[config.mk]
export PLATFORM = sky130hd
export DESIGN_NAME = spi_fifo_master
export DESIGN_NICKNAME = d
export VERILOG_FILES = /design/src/rtl/spim_pkg.sv /design/src/rtl/spim_fifo.sv /design/src/rtl/spim_ctrl.sv /design/src/rtl/spim_datapath.sv /design/src/rtl/spi_fifo_master.sv
export SDC_FILE = /design/constraint.sdc
export NUM_CORES = 1
export LEC_CHECK = 0
export CAP_MARGIN = 20
export CORE_MARGIN = 1
export CORE_UTILIZATION = 49
export DETAILED_ROUTE_END_ITERATION = 6
export GPL_TIMING_DRIVEN = 1
export PLACE_DENSITY_LB_ADDON = 0.25
export SETUP_SLACK_MARGIN = 0.3
export SLEW_MARGIN = 10
export SYNTH_ARGS = -nofsm -noshare
export SYNTH_HDL_FRONTEND = slang
export SYNTH_SLANG_ARGS = --single-unit
[constraint.sdc]
create_clock -name clk -period 4.7 [get_ports clk]
set_input_delay 1.175 -clock clk [delete_from_list [all_inputs] [get_ports clk]]
set_output_delay 1.175 -clock clk [all_outputs]
set_load 0.05 [all_outputs]
[src/rtl/spim_pkg.sv]
package spim_pkg;
  localparam int ADDR_W = 7;

  localparam logic [ADDR_W-1:0] OFF_SRST  = 7'h40;
  localparam logic [ADDR_W-1:0] OFF_CTRL  = 7'h60;
  localparam logic [ADDR_W-1:0] OFF_STAT  = 7'h64;
  localparam logic [ADDR_W-1:0] OFF_TXD   = 7'h68;
  localparam logic [ADDR_W-1:0] OFF_RXD   = 7'h6C;
  localparam logic [ADDR_W-1:0] OFF_SSEL  = 7'h70;
  localparam logic [ADDR_W-1:0] OFF_TXOCC = 7'h74;
  localparam logic [ADDR_W-1:0] OFF_RXOCC = 7'h78;

  localparam logic [31:0] SRST_MAGIC  = 32'h0000_000A;
  localparam logic [31:0] EMPTY_MARK  = 32'hDEAD_BEEF;
  localparam int          BIT_TXFLUSH = 5;
  localparam int          BIT_RXFLUSH = 6;
  localparam int          BIT_INHIBIT = 8;

  // control -> datapath strobes
  typedef struct packed {
    logic       txPush;
    logic [7:0] txData;
    logic       rxPop;
    logic       txFlush;
    logic       rxFlush;
    logic       abort;
    logic       inhibit;
  } spimStrobes_t;
endpackage

[src/rtl/spim_fifo.sv]
module spim_fifo #(
  parameter int WIDTH = 8,
  parameter int DEPTH = 16,
  localparam int CNT_W = $clog2(DEPTH + 1),
  localparam int PTR_W = (DEPTH > 1) ? $clog2(DEPTH) : 1
) (
  input  logic             clk,
  input  logic             rstN,
  input  logic             flush,
  input  logic             push,
  input  logic [WIDTH-1:0] pushData,
  input  logic             pop,
  output logic [WIDTH-1:0] popData,
  output logic [CNT_W-1:0] count,
  output logic             full,
  output logic             empty
);
  logic [WIDTH-1:0] mem [DEPTH];
  logic [PTR_W-1:0] wrPtr, rdPtr;
  logic doPush, doPop;

  assign full    = (count == CNT_W'(DEPTH));
  assign empty   = (count == '0);
  assign doPush  = push && !full;
  assign doPop   = pop && !empty;
  assign popData = mem[rdPtr];

  function automatic logic [PTR_W-1:0] nextPtr(input logic [PTR_W-1:0] p);
    return (p == PTR_W'(DEPTH - 1)) ? '0 : p + 1'b1;
  endfunction

  always_ff @(posedge clk or negedge rstN) begin
    if (!rstN) begin
      wrPtr <= '0;
      rdPtr <= '0;
      count <= '0;
    end else if (flush) begin
      wrPtr <= '0;
      rdPtr <= '0;
      count <= '0;
    end else begin
      if (doPush) wrPtr <= nextPtr(wrPtr);
      if (doPop)  rdPtr <= nextPtr(rdPtr);
      case ({doPush, doPop})
        2'b10:   count <= count + 1'b1;
        2'b01:   count <= count - 1'b1;
        default: count <= count;
      endcase
    end
  end

  always_ff @(posedge clk) begin
    if (doPush && !flush) mem[wrPtr] <= pushData;
  end

  // a push into a full queue leaves the fill level untouched
  p_no_overflow_r3: assert property (@(posedge clk) disable iff (!rstN)
    (push && full && !pop && !flush) |=> (count == $past(count)));

  // popping an empty queue leaves it empty
  p_no_underflow_r9: assert property (@(posedge clk) disable iff (!rstN)
    (pop && empty && !push && !flush) |=> empty);
endmodule

[src/rtl/spim_ctrl.sv]
module spim_ctrl
  import spim_pkg::*;
#(
  parameter int NUM_CS = 1,
  parameter int DEPTH  = 16,
  localparam int CNT_W = $clog2(DEPTH + 1)
) (
  input  logic              clk,
  input  logic              rstN,
  input  logic              regWrEn,
  input  logic              regRdEn,
  input  logic [ADDR_W-1:0] regAddr,
  input  logic [31:0]       regWrData,
  output logic [31:0]       regRdData,
  output logic [NUM_CS-1:0] ssN,
  output spimStrobes_t      str,
  input  logic [CNT_W-1:0]  txCount,
  input  logic [CNT_W-1:0]  rxCount,
  input  logic              txFull,
  input  logic              txEmpty,
  input  logic              rxFull,
  input  logic              rxEmpty,
  input  logic [7:0]        rxData
);
  localparam logic [31:0] FLUSH_MASK = (32'd1 << BIT_TXFLUSH) | (32'd1 << BIT_RXFLUSH);

  logic [31:0] ctrlReg, sselReg;
  logic softRst, ctrlWr;

  assign softRst = regWrEn && (regAddr == OFF_SRST) && (regWrData == SRST_MAGIC);
  assign ctrlWr  = regWrEn && (regAddr == OFF_CTRL);

  always_ff @(posedge clk or negedge rstN) begin
    if (!rstN) begin
      ctrlReg <= '0;
      sselReg <= '1;
    end else if (softRst) begin
      ctrlReg <= '0;
      sselReg <= '1;
    end else if (regWrEn) begin
      if (regAddr == OFF_CTRL) ctrlReg <= regWrData & ~FLUSH_MASK;
      if (regAddr == OFF_SSEL) sselReg <= regWrData;
    end
  end

  assign ssN = sselReg[NUM_CS-1:0];

  always_comb begin
    str         = '0;
    str.txPush  = regWrEn && (regAddr == OFF_TXD);
    str.txData  = regWrData[7:0];
    str.rxPop   = regRdEn && (regAddr == OFF_RXD) && !rxEmpty;
    str.txFlush = softRst || (ctrlWr && regWrData[BIT_TXFLUSH]);
    str.rxFlush = softRst || (ctrlWr && regWrData[BIT_RXFLUSH]);
    str.abort   = softRst;
    str.inhibit = ctrlReg[BIT_INHIBIT];
  end

  function automatic logic [31:0] occ(input logic [CNT_W-1:0] c);
    return (c == '0) ? 32'd0 : (32'(c) - 32'd1);
  endfunction

  always_comb begin
    case (regAddr)
      OFF_CTRL:  regRdData = ctrlReg;
      OFF_STAT:  regRdData = {28'd0, txFull, txEmpty, rxFull, rxEmpty};
      OFF_RXD:   regRdData = rxEmpty ? EMPTY_MARK : {24'd0, rxData};
      OFF_SSEL:  regRdData = sselReg;
      OFF_TXOCC: regRdData = occ(txCount);
      OFF_RXOCC: regRdData = occ(rxCount);
      default:   regRdData = '0;
    endcase
  end

  // the flush bits never land in the stored control word
  p_flush_bits_clear_r6: assert property (@(posedge clk) disable iff (!rstN)
    ctrlWr |=> (regRdData[BIT_TXFLUSH] == 1'b0 || regAddr != OFF_CTRL));

  // after a magic soft reset every chip select is released
  p_srst_release_r2: assert property (@(posedge clk) disable iff (!rstN)
    softRst |=> (&ssN));
endmodule

[src/rtl/spim_datapath.sv]
module spim_datapath
  import spim_pkg::*;
#(
  parameter int DEPTH = 16,
  parameter int DIV   = 4,
  localparam int CNT_W = $clog2(DEPTH + 1),
  localparam int HALF  = (DIV / 2 > 0) ? DIV / 2 : 1,
  localparam int HW    = (HALF > 1) ? $clog2(HALF) : 1
) (
  input  logic             clk,
  input  logic             rstN,
  input  spimStrobes_t     str,
  input  logic             miso,
  output logic             sclk,
  output logic             mosi,
  output logic [CNT_W-1:0] txCount,
  output logic [CNT_W-1:0] rxCount,
  output logic             txFull,
  output logic             txEmpty,
  output logic             rxFull,
  output logic             rxEmpty,
  output logic [7:0]       rxData,
  output logic             evtRxFull,
  output logic             evtRxOverrun
);
  logic [7:0]    txByte, txSh, rxSh;
  logic [2:0]    bitCnt;
  logic [HW-1:0] divCnt;
  logic          busy, sclkQ, startOk, halfDone, byteDone, rxPushOk;

  spim_fifo #(.WIDTH(8), .DEPTH(DEPTH)) uTxFifo (
    .clk(clk), .rstN(rstN), .flush(str.txFlush),
    .push(str.txPush), .pushData(str.txData),
    .pop(startOk), .popData(txByte),
    .count(txCount), .full(txFull), .empty(txEmpty)
  );

  spim_fifo #(.WIDTH(8), .DEPTH(DEPTH)) uRxFifo (
    .clk(clk), .rstN(rstN), .flush(str.rxFlush),
    .push(rxPushOk), .pushData(rxSh),
    .pop(str.rxPop), .popData(rxData),
    .count(rxCount), .full(rxFull), .empty(rxEmpty)
  );

  assign startOk  = !busy && !str.inhibit && !txEmpty && !str.txFlush && !str.abort;
  assign halfDone = (divCnt == HW'(HALF - 1));
  assign byteDone = busy && sclkQ && halfDone && (bitCnt == 3'd7) && !str.abort;
  assign rxPushOk = byteDone && !rxFull;

  assign evtRxOverrun = byteDone && rxFull;
  assign evtRxFull    = rxPushOk && !str.rxPop && !str.rxFlush &&
                        (rxCount == CNT_W'(DEPTH - 1));

  always_ff @(posedge clk or negedge rstN) begin
    if (!rstN) begin
      busy   <= 1'b0;
      sclkQ  <= 1'b0;
      txSh   <= '0;
      rxSh   <= '0;
      bitCnt <= '0;
      divCnt <= '0;
    end else if (str.abort) begin
      busy   <= 1'b0;
      sclkQ  <= 1'b0;
      bitCnt <= '0;
      divCnt <= '0;
    end else if (!busy) begin
      if (startOk) begin
        busy   <= 1'b1;
        txSh   <= txByte;
        bitCnt <= '0;
        divCnt <= '0;
      end
    end else if (halfDone) begin
      divCnt <= '0;
      if (!sclkQ) begin
        sclkQ <= 1'b1;
        rxSh  <= {rxSh[6:0], miso};
      end else begin
        sclkQ <= 1'b0;
        if (bitCnt == 3'd7) begin
          busy <= 1'b0;
        end else begin
          bitCnt <= bitCnt + 1'b1;
          txSh   <= {txSh[6:0], 1'b0};
        end
      end
    end else begin
      divCnt <= divCnt + 1'b1;
    end
  end

  assign sclk = sclkQ;
  assign mosi = busy ? txSh[7] : 1'b0;

  // the clock idles low between bytes
  p_sclk_idle_low_r4: assert property (@(posedge clk) disable iff (!rstN)
    !busy |-> !sclkQ);

  // data out holds still across every rising clock edge
  p_mosi_hold_r4: assert property (@(posedge clk) disable iff (!rstN)
    (busy && $rose(sclkQ)) |-> $stable(mosi));

  // no byte starts while transfers are inhibited
  p_inhibit_no_start_r5: assert property (@(posedge clk) disable iff (!rstN)
    (str.inhibit && !busy) |=> !busy);

  // a dropped byte does not change the receive fill level
  p_overrun_drops_r8: assert property (@(posedge clk) disable iff (!rstN)
    (evtRxOverrun && !str.rxPop && !str.rxFlush) |=> (rxCount == $past(rxCount)));

  // the control side never pops an empty receive queue
  p_no_pop_empty_r9: assert property (@(posedge clk) disable iff (!rstN)
    str.rxPop |-> !rxEmpty);

  // a transmit flush leaves the queue empty
  p_tx_flush_r6: assert property (@(posedge clk) disable iff (!rstN)
    (str.txFlush && !str.txPush) |=> txEmpty);
endmodule

[src/rtl/spi_fifo_master.sv]
module spi_fifo_master
  import spim_pkg::*;
#(
  parameter int NUM_CS = 1,
  parameter int DEPTH  = 16,
  parameter int DIV    = 4
) (
  input  logic              clk,
  input  logic              rstN,
  input  logic              regWrEn,
  input  logic              regRdEn,
  input  logic [6:0]        regAddr,
  input  logic [31:0]       regWrData,
  output logic [31:0]       regRdData,
  output logic              sclk,
  output logic              mosi,
  input  logic              miso,
  output logic [NUM_CS-1:0] ssN,
  output logic              evtRxFull,
  output logic              evtRxOverrun
);
  localparam int CNT_W = $clog2(DEPTH + 1);

  spimStrobes_t     str;
  logic [CNT_W-1:0] txCount, rxCount;
  logic             txFull, txEmpty, rxFull, rxEmpty;
  logic [7:0]       rxData;

  spim_ctrl #(.NUM_CS(NUM_CS), .DEPTH(DEPTH)) uCtrl (
    .clk(clk), .rstN(rstN), .regWrEn(regWrEn), .regRdEn(regRdEn),
    .regAddr(regAddr), .regWrData(regWrData), .regRdData(regRdData),
    .ssN(ssN), .str(str), .txCount(txCount), .rxCount(rxCount),
    .txFull(txFull), .txEmpty(txEmpty), .rxFull(rxFull), .rxEmpty(rxEmpty),
    .rxData(rxData)
  );

  spim_datapath #(.DEPTH(DEPTH), .DIV(DIV)) uData (
    .clk(clk), .rstN(rstN), .str(str), .miso(miso), .sclk(sclk), .mosi(mosi),
    .txCount(txCount), .rxCount(rxCount), .txFull(txFull), .txEmpty(txEmpty),
    .rxFull(rxFull), .rxEmpty(rxEmpty), .rxData(rxData),
    .evtRxFull(evtRxFull), .evtRxOverrun(evtRxOverrun)
  );
endmodule

Yosys cells after proc, flatten, opt, wreduce, memory -nomap -nowiden. Memory sizes are Yosys's and may differ from the RTL's. Index checks and enable logic that the tools add are counted.

Input bits: 44. Register bits after elaboration: 112. ROM bits: 0. Bits in writable memories: 256. Logic and storage cells: 173. Bits in latches: 0. Output and inout port bits: 37. Memories kept: 2.

Add/subtract/negate cells: 12. Eq/ne operators: 27. Div/mod/pow operators: 0. Mux-type cells: 56. Reduce and logical (&&, ||, !) cells: 60. Multiply operators: 0. Bitwise logic cells: 2. Shifts and indexed selects: 0. Order comparisons: 0.

Memory list: uData.uRxFifo.mem (depth 16, width 8, read ports 1, clocked after Yosys merged registers in 0, wr ports 1, RTL line spim_fifo.sv:18) `logic [WIDTH-1:0] mem [DEPTH];`; uData.uTxFifo.mem (depth 16, width 8, read ports 1, clocked after Yosys merged registers in 0, wr ports 1, RTL line spim_fifo.sv:18).

Operators with widths (count): 32-bit 2-to-1 mux (9); 32-bit case mux with 6 select lines (1); 7-bit equality test (second input constant) (8); 4-bit 2-to-1 mux (12); 8-bit 2-to-1 mux (5); 32-bit by 4-bit equality test with 1-bit output (second input constant) (1); 1-bit logical AND (27); 5-bit case mux with 2 select lines (2); 2-bit nonzero test (10); 1-bit 2-to-1 mux (19); 3-bit 2-to-1 mux (6); 4-bit by 1-bit adder with 4-bit output (second input constant) (4); 4-bit equality test (second input constant) (4); 5-bit by 1-bit subtractor with 6-bit output (second input constant) (2); 5-bit by 1-bit adder with 5-bit output (second input constant) (2); 5-bit equality test (second input constant) (2); 1-bit logical NOT (10); 5-bit logical NOT (2); 5-bit 2-to-1 mux (2); 5-bit by 1-bit subtractor with 5-bit output (second input constant) (2); 3-bit nonzero test (3); 4-bit AND reduction (2); 3-bit inequality test (second input constant) (2); 2-bit AND reduction (3); 12 further kinds (17).

Logic depth before layout (Yosys ltp).
Depth in word-level cells: 11. Depth in mapped cells: 14.

Hierarchy. From an unflattened synthesis, not the netlist that was laid out.

Cell total of the unflattened synthesis: 1239. Area total of the unflattened synthesis: 16807.4 um^2.

By module, submodules not included: spim_fifo at uData.uTxFifo (cells each 359, times used 1, sequential area each 4169.0 um^2, area each 5903.2 um^2); spim_fifo at uData.uRxFifo (cells each 358, times used 1, sequential area each 4169.0 um^2, area each 5896.9 um^2); spim_ctrl (cells each 399, times used 1, sequential area each 1591.5 um^2, area each 3683.5 um^2); spim_datapath (cells each 123, times used 1, sequential area each 550.5 um^2, area each 1323.8 um^2).

Worst setup path after synthesis. Ideal clock, no wire load.

Kind: input -> output. Start point: input regAddr[3]. End point: output evtRxFull. Slack: 0.046 ns. Required time: 3.525 ns. Stages: 7. Arrival: 3.479 ns. Buffers on the path: 2. Cells stage by stage: buf_2 nor4b_4 nand3_1 nor3_2 buf_4 nand2b_1 nor4_1.

Word-level cells in the longest chain between the ends: 9.

Ends and longest elaborated chain: from (decl) (RTL line spi_fifo_master.sv:12) `input logic [6:0] regAddr,`; 7-bit equality test (RTL line spim_ctrl.sv:30) `assign softRst = regWrEn && (regAddr == OFF_SRST) && (regWrData == SRST_MAGIC);`; 1-bit logical AND (2 in a row) (RTL line spim_ctrl.sv:30); 1-bit logical NOT (RTL line spim_datapath.sv:47) `assign byteDone = busy && sclkQ && halfDone && (bitCnt == 3'd7) && !str.abort;`; 1-bit logical AND (RTL line spim_datapath.sv:47); 1-bit logical AND (RTL line spim_datapath.sv:48) `assign rxPushOk = byteDone && !rxFull;`; 1-bit logical AND (RTL line spim_datapath.sv:51) `assign evtRxFull = rxPushOk && !str.rxPop && !str.rxFlush &&`; 1-bit logical AND (*) (2 in a row) (RTL line spim_datapath.sv:51); to (decl) (RTL line spi_fifo_master.sv:19) `output logic evtRxFull,`.

Every way passes the cells marked *; elsewhere a longest branch is shown, timed or not.

Worst setup path after layout.
Start point: input regAddr[5]. End point: output regRdData[3].

Word-level cells in the longest chain between the ends: 2.

Ends and longest elaborated chain: 7-bit equality test (RTL line spim_ctrl.sv:64) `case (regAddr)`; 32-bit case mux with 6 select lines (*) (RTL line spim_ctrl.sv:64); to (decl) (RTL line spi_fifo_master.sv:14) `output logic [31:0] regRdData,`.

Marks and branches as above.

==> flow_results.org <==
** Synthesis
- For this run, the register share of the synthesized area comes to 0.648.
- After synthesis, the share of flip-flops with an asynchronous set or reset is 0.301.
- Nets in the synthesized netlist :: 1197
- For this run, the number of Yosys warnings is 0.
- In this run, synthesis inferred 256 flip-flops with an integrated enable.
- The synthesized design contains 366 register bits.
- The netlist uses 71 different library cells.
- Post-synthesis instance area :: 16200 µm²
- Each instance of the synthesized netlist takes up on average 14.3 µm².
- Most instantiated flip-flop cell in the synthesis netlist :: edfxtp_1
- Counting every instance in the synthesized netlist gives 1132.

** Power
- Leakage power summed over all cells :: 6.89 nW
- Peak supply drop :: 0.376 mV
- Dividing total power by cell area gives a power density of 486 nW/µm².
- After layout, the design draws a total of 9.42 mW.

** Cells and area
- Non-Filler Instances :: 1710
- Area of the multi-input gates :: 5350 µm²
- The filler cells instantiated in the layout total 2572.
- Area added between synthesis and finish :: 19.7%
- The final layout contains 1304 nets.
- The sequential cells in the finished layout cover a total of 10500 µm².
- Of the cells placed in the final design, the portion with a size suffix greater than 1 is 0.221.
- Commonest cells after routing, fill and taps aside :: edfxtp_1, nor2_1, a21oi_1
- Leaving out fill and tap cells, the most frequent cell in the layout is edfxtp_1.

** Worst setup path
- The critical path is of the in2out type.
- The worst register-to-register path ends at uData.uRxFifo.count[4].
- Worst EP required :: 3.52 ns
- Worst setup path startpoint :: regAddr[5]
- CP peak stage delay :: 0.60 ns
- The worst register-to-register path has a setup slack of 1.65 ns.
- Capture point of the worst path :: regRdData[3]
- Sequence of cells on the critical path :: clkdlybuf4s50_1 -> and4bb_2 -> nand3b_1 -> o32ai_1 -> or4_1 -> buf_4
- STA puts the critical path data arrival time at 3.17 ns.
- Crit path launch type :: input port
- CP max stage cell :: or4_1
- In this run the worst path has a maximum fanout of 9.
- The startpoint identified for the worst register-to-register timing path is uData.uRxFifo.count[0].
- Endpoint class of the critical path :: output pin
- Length in cells of the worst reg-to-reg path :: 12

** Clocking
- The tree is rooted in a clkbuf_16.
- Buffers added to address setup during post-CTS repair amount to 0.
- The clock passes through at most 3 buffers.
- Clock slew seen by the registers of the worst setup and hold paths :: 0.06 ns
- Later-pin clock latency in the skew report :: 0.52 ns
- The clock net in this run drives a total of 366 sinks.
- The number of hold buffers added after CTS was 0.
- Clock tree from TritonCTS :: built
- The H-tree was split into 2 levels.
- Resize count post-CTS :: 8
- Number of buffers added by the clock tree synthesis step :: 38

** Detailed routing
- Number of nets with antenna violations after routing :: 0
- The routed design has 37700 µm of wire.
- The final route contains 9867 vias.
- WL/cell :: 22.1 µm
- After detailed routing, the number of remaining DRC violations is 0.
- After detailed routing, the number of vias per cell comes to 5.77.
- Count of TritonRoute iterations in the first routing pass :: 5
- DRT iter0 DRCs :: 774

** Floorplan
- After floorplanning, the core was divided into 66 placement rows.
- The die covers 33700 µm².
- 81 I/O pins were placed.
- Chip height :: 184 µm
- The core region is 32500 µm².
- From left edge to right edge, the die measures 184 µm.
- Initial core utilization :: 0.497

** GRT
- GRT Util Overall :: 0.229
- Initial antenna violation count :: 1
- Most congested layer reported by global routing :: met2
- The first global-routing pass estimated 58100 µm of wire.
- Aggregate global routing overflow :: 0
- Global routing met3 resource utilization :: 0.0366
- Entering global routing, the biggest net connects 63 pins.
- For met1 alone, demand over resource in global routing was 0.314.
- Met2 routing resource usage after global routing :: 0.378
- The number of global-route vias before repair is 9745.

** STA
- In this run the tightest slew margin relative to its limit is 0.364.
- For the final database, setup skew stands at 0.0147 ns.
- In the finished design, the share of the clock period the worst path needs comes to 0.924.
- Tmin final :: 4.34 ns
- The max-slew violation total from the final report is 0.
- The number of hold-slack violations in the final timing report came to 0.
- Setup repair after global routing could not meet its margin everywhere.
- Minimum setup slack in the final design :: 0.356 ns
- Transition time at the pin with the least slew margin :: 0.950 ns
- Setup violations remaining at the end of the flow were counted as 0.
- FMAX :: 0.230 GHz

** Place
- Buffers on Ports :: 80
- The congestion estimate from routability-driven global placement came to 0.850.
- Before CTS, the worst setup slack after placement is -0.0150 ns.
- DP Wirelength :: 25200 µm
- After detailed placement, the design holds a cell count of 1641.

** Run
- Max-cap violations :: 0

** Hold path
- In this run the worst hold path is classified as reg2reg.

** Run status
- The run finished with clean final reports.
## per-stage QoR
step / hold slack (ns) / area, µm² / util / TNS (ns)
after detailed placement: 0.473 / 18000 / 0.553 / -0.0275
after CTS: 0.486 / 19300 / 0.594 / 0
after global placement: 0.469 / 18000 / 0.552 / 0
after global routing: 0.509 / 19400 / 0.595 / 0
final: 0.485 / 19400 / 0.595 / 0
after floorplan: 0.450 / 16200 / - / 0
## sequential cells by signal (all words and copies together), names as in the netlist, 5 cells and up
signal,flops
uData.txSh,8
uData.uTxFifo.mem,128
uCtrl.sselReg,32
uData.rxSh,8
uData.uRxFifo.mem,128
uCtrl.ctrlReg,30
uData.uRxFifo.count,5
uData.uTxFifo.count,5
## cells in the mapped netlist, types with 5 or more instances
master    number  share of area
a21oi_1       79          0.024
a22oi_1       13         0.0060
and2_1         7         0.0027
and3_1         8         0.0031
buf_2         30         0.0093
clkbuf_1      34         0.0079
dfrtp_1       78           0.12
dfstp_2       32          0.052
edfxtp_1     256           0.48
ha_1          20          0.015
inv_1         20         0.0046
mux2_1        18          0.013
mux2_2         7         0.0049
mux2i_1       49          0.030
mux4_2        62          0.086
nand2_1       64          0.015
nand2b_1       5         0.0019
nand3_1       44          0.014
nand4b_1       7         0.0038
nor2_1       111          0.026
nor2b_1        8         0.0031
nor3_1        25         0.0077
nor4_1        10         0.0039
o211ai_1      12         0.0056
o21ai_0       26         0.0080
o22ai_1        6         0.0023
or3_1          7         0.0027
xnor2_1       16         0.0087
## kinds of logic after synthesis
kind of cell,count (synthesis),share of synthesized area
compound gates,169,0.0630
xor+xnor,19,0.0103
fa+ha+maj,21,0.0167
buf+inv,93,0.0255
flops,366,0.648
mux,136,0.134
simple gates,328,0.103
## critical path: cells and delay by family
| family | cells | cell delay (ns) |
|---|---|---|
| buffers and inverters | 2 | 0.73 |
| AND/OR/NAND/NOR | 3 | 1.16 |
| AO/OA/AOI/OAI | 1 | 0.11 |
## worst min path at each step
stage	from	endpoint	cells after the start
after floorplan	uData.txSh[7]	uData.txSh[7]	1
after global placement	uData.txSh[1]	uData.txSh[1]	1
after detailed placement	uData.txSh[7]	uData.txSh[7]	1
after CTS	uData.txSh[7]	uData.txSh[7]	1
after global routing	uData.txSh[3]	uData.txSh[3]	1
final	uData.txSh[3]	uData.txSh[3]	1
## final cells by class
| cell class | count | area share |
|---|---|---|
| sequential | 366 | 0.541 |
| multi-input combinational | 673 | 0.276 |
| timing repair buffer | 140 | 0.0809 |
| clock buffer | 55 | 0.0576 |
| tap | 442 | 0.0286 |
| clock inverter | 13 | 0.0112 |
| inverter | 20 | 0.00388 |
| antenna | 1 | 0.000129 |
## where the power goes
group	switching (mW)	internal, mW
clock network	1.20	1.98
registers	0.557	3.93
logic	0.876	0.889
total	2.63	6.79
## routing by layer
layer,vias to the layer above,share of wire
met2,279,0.49
li1,4530,-
met4,0,0.025
met1,4990,0.43
met5,-,0
met3,68,0.054
(Power assumes the default switching activity.)
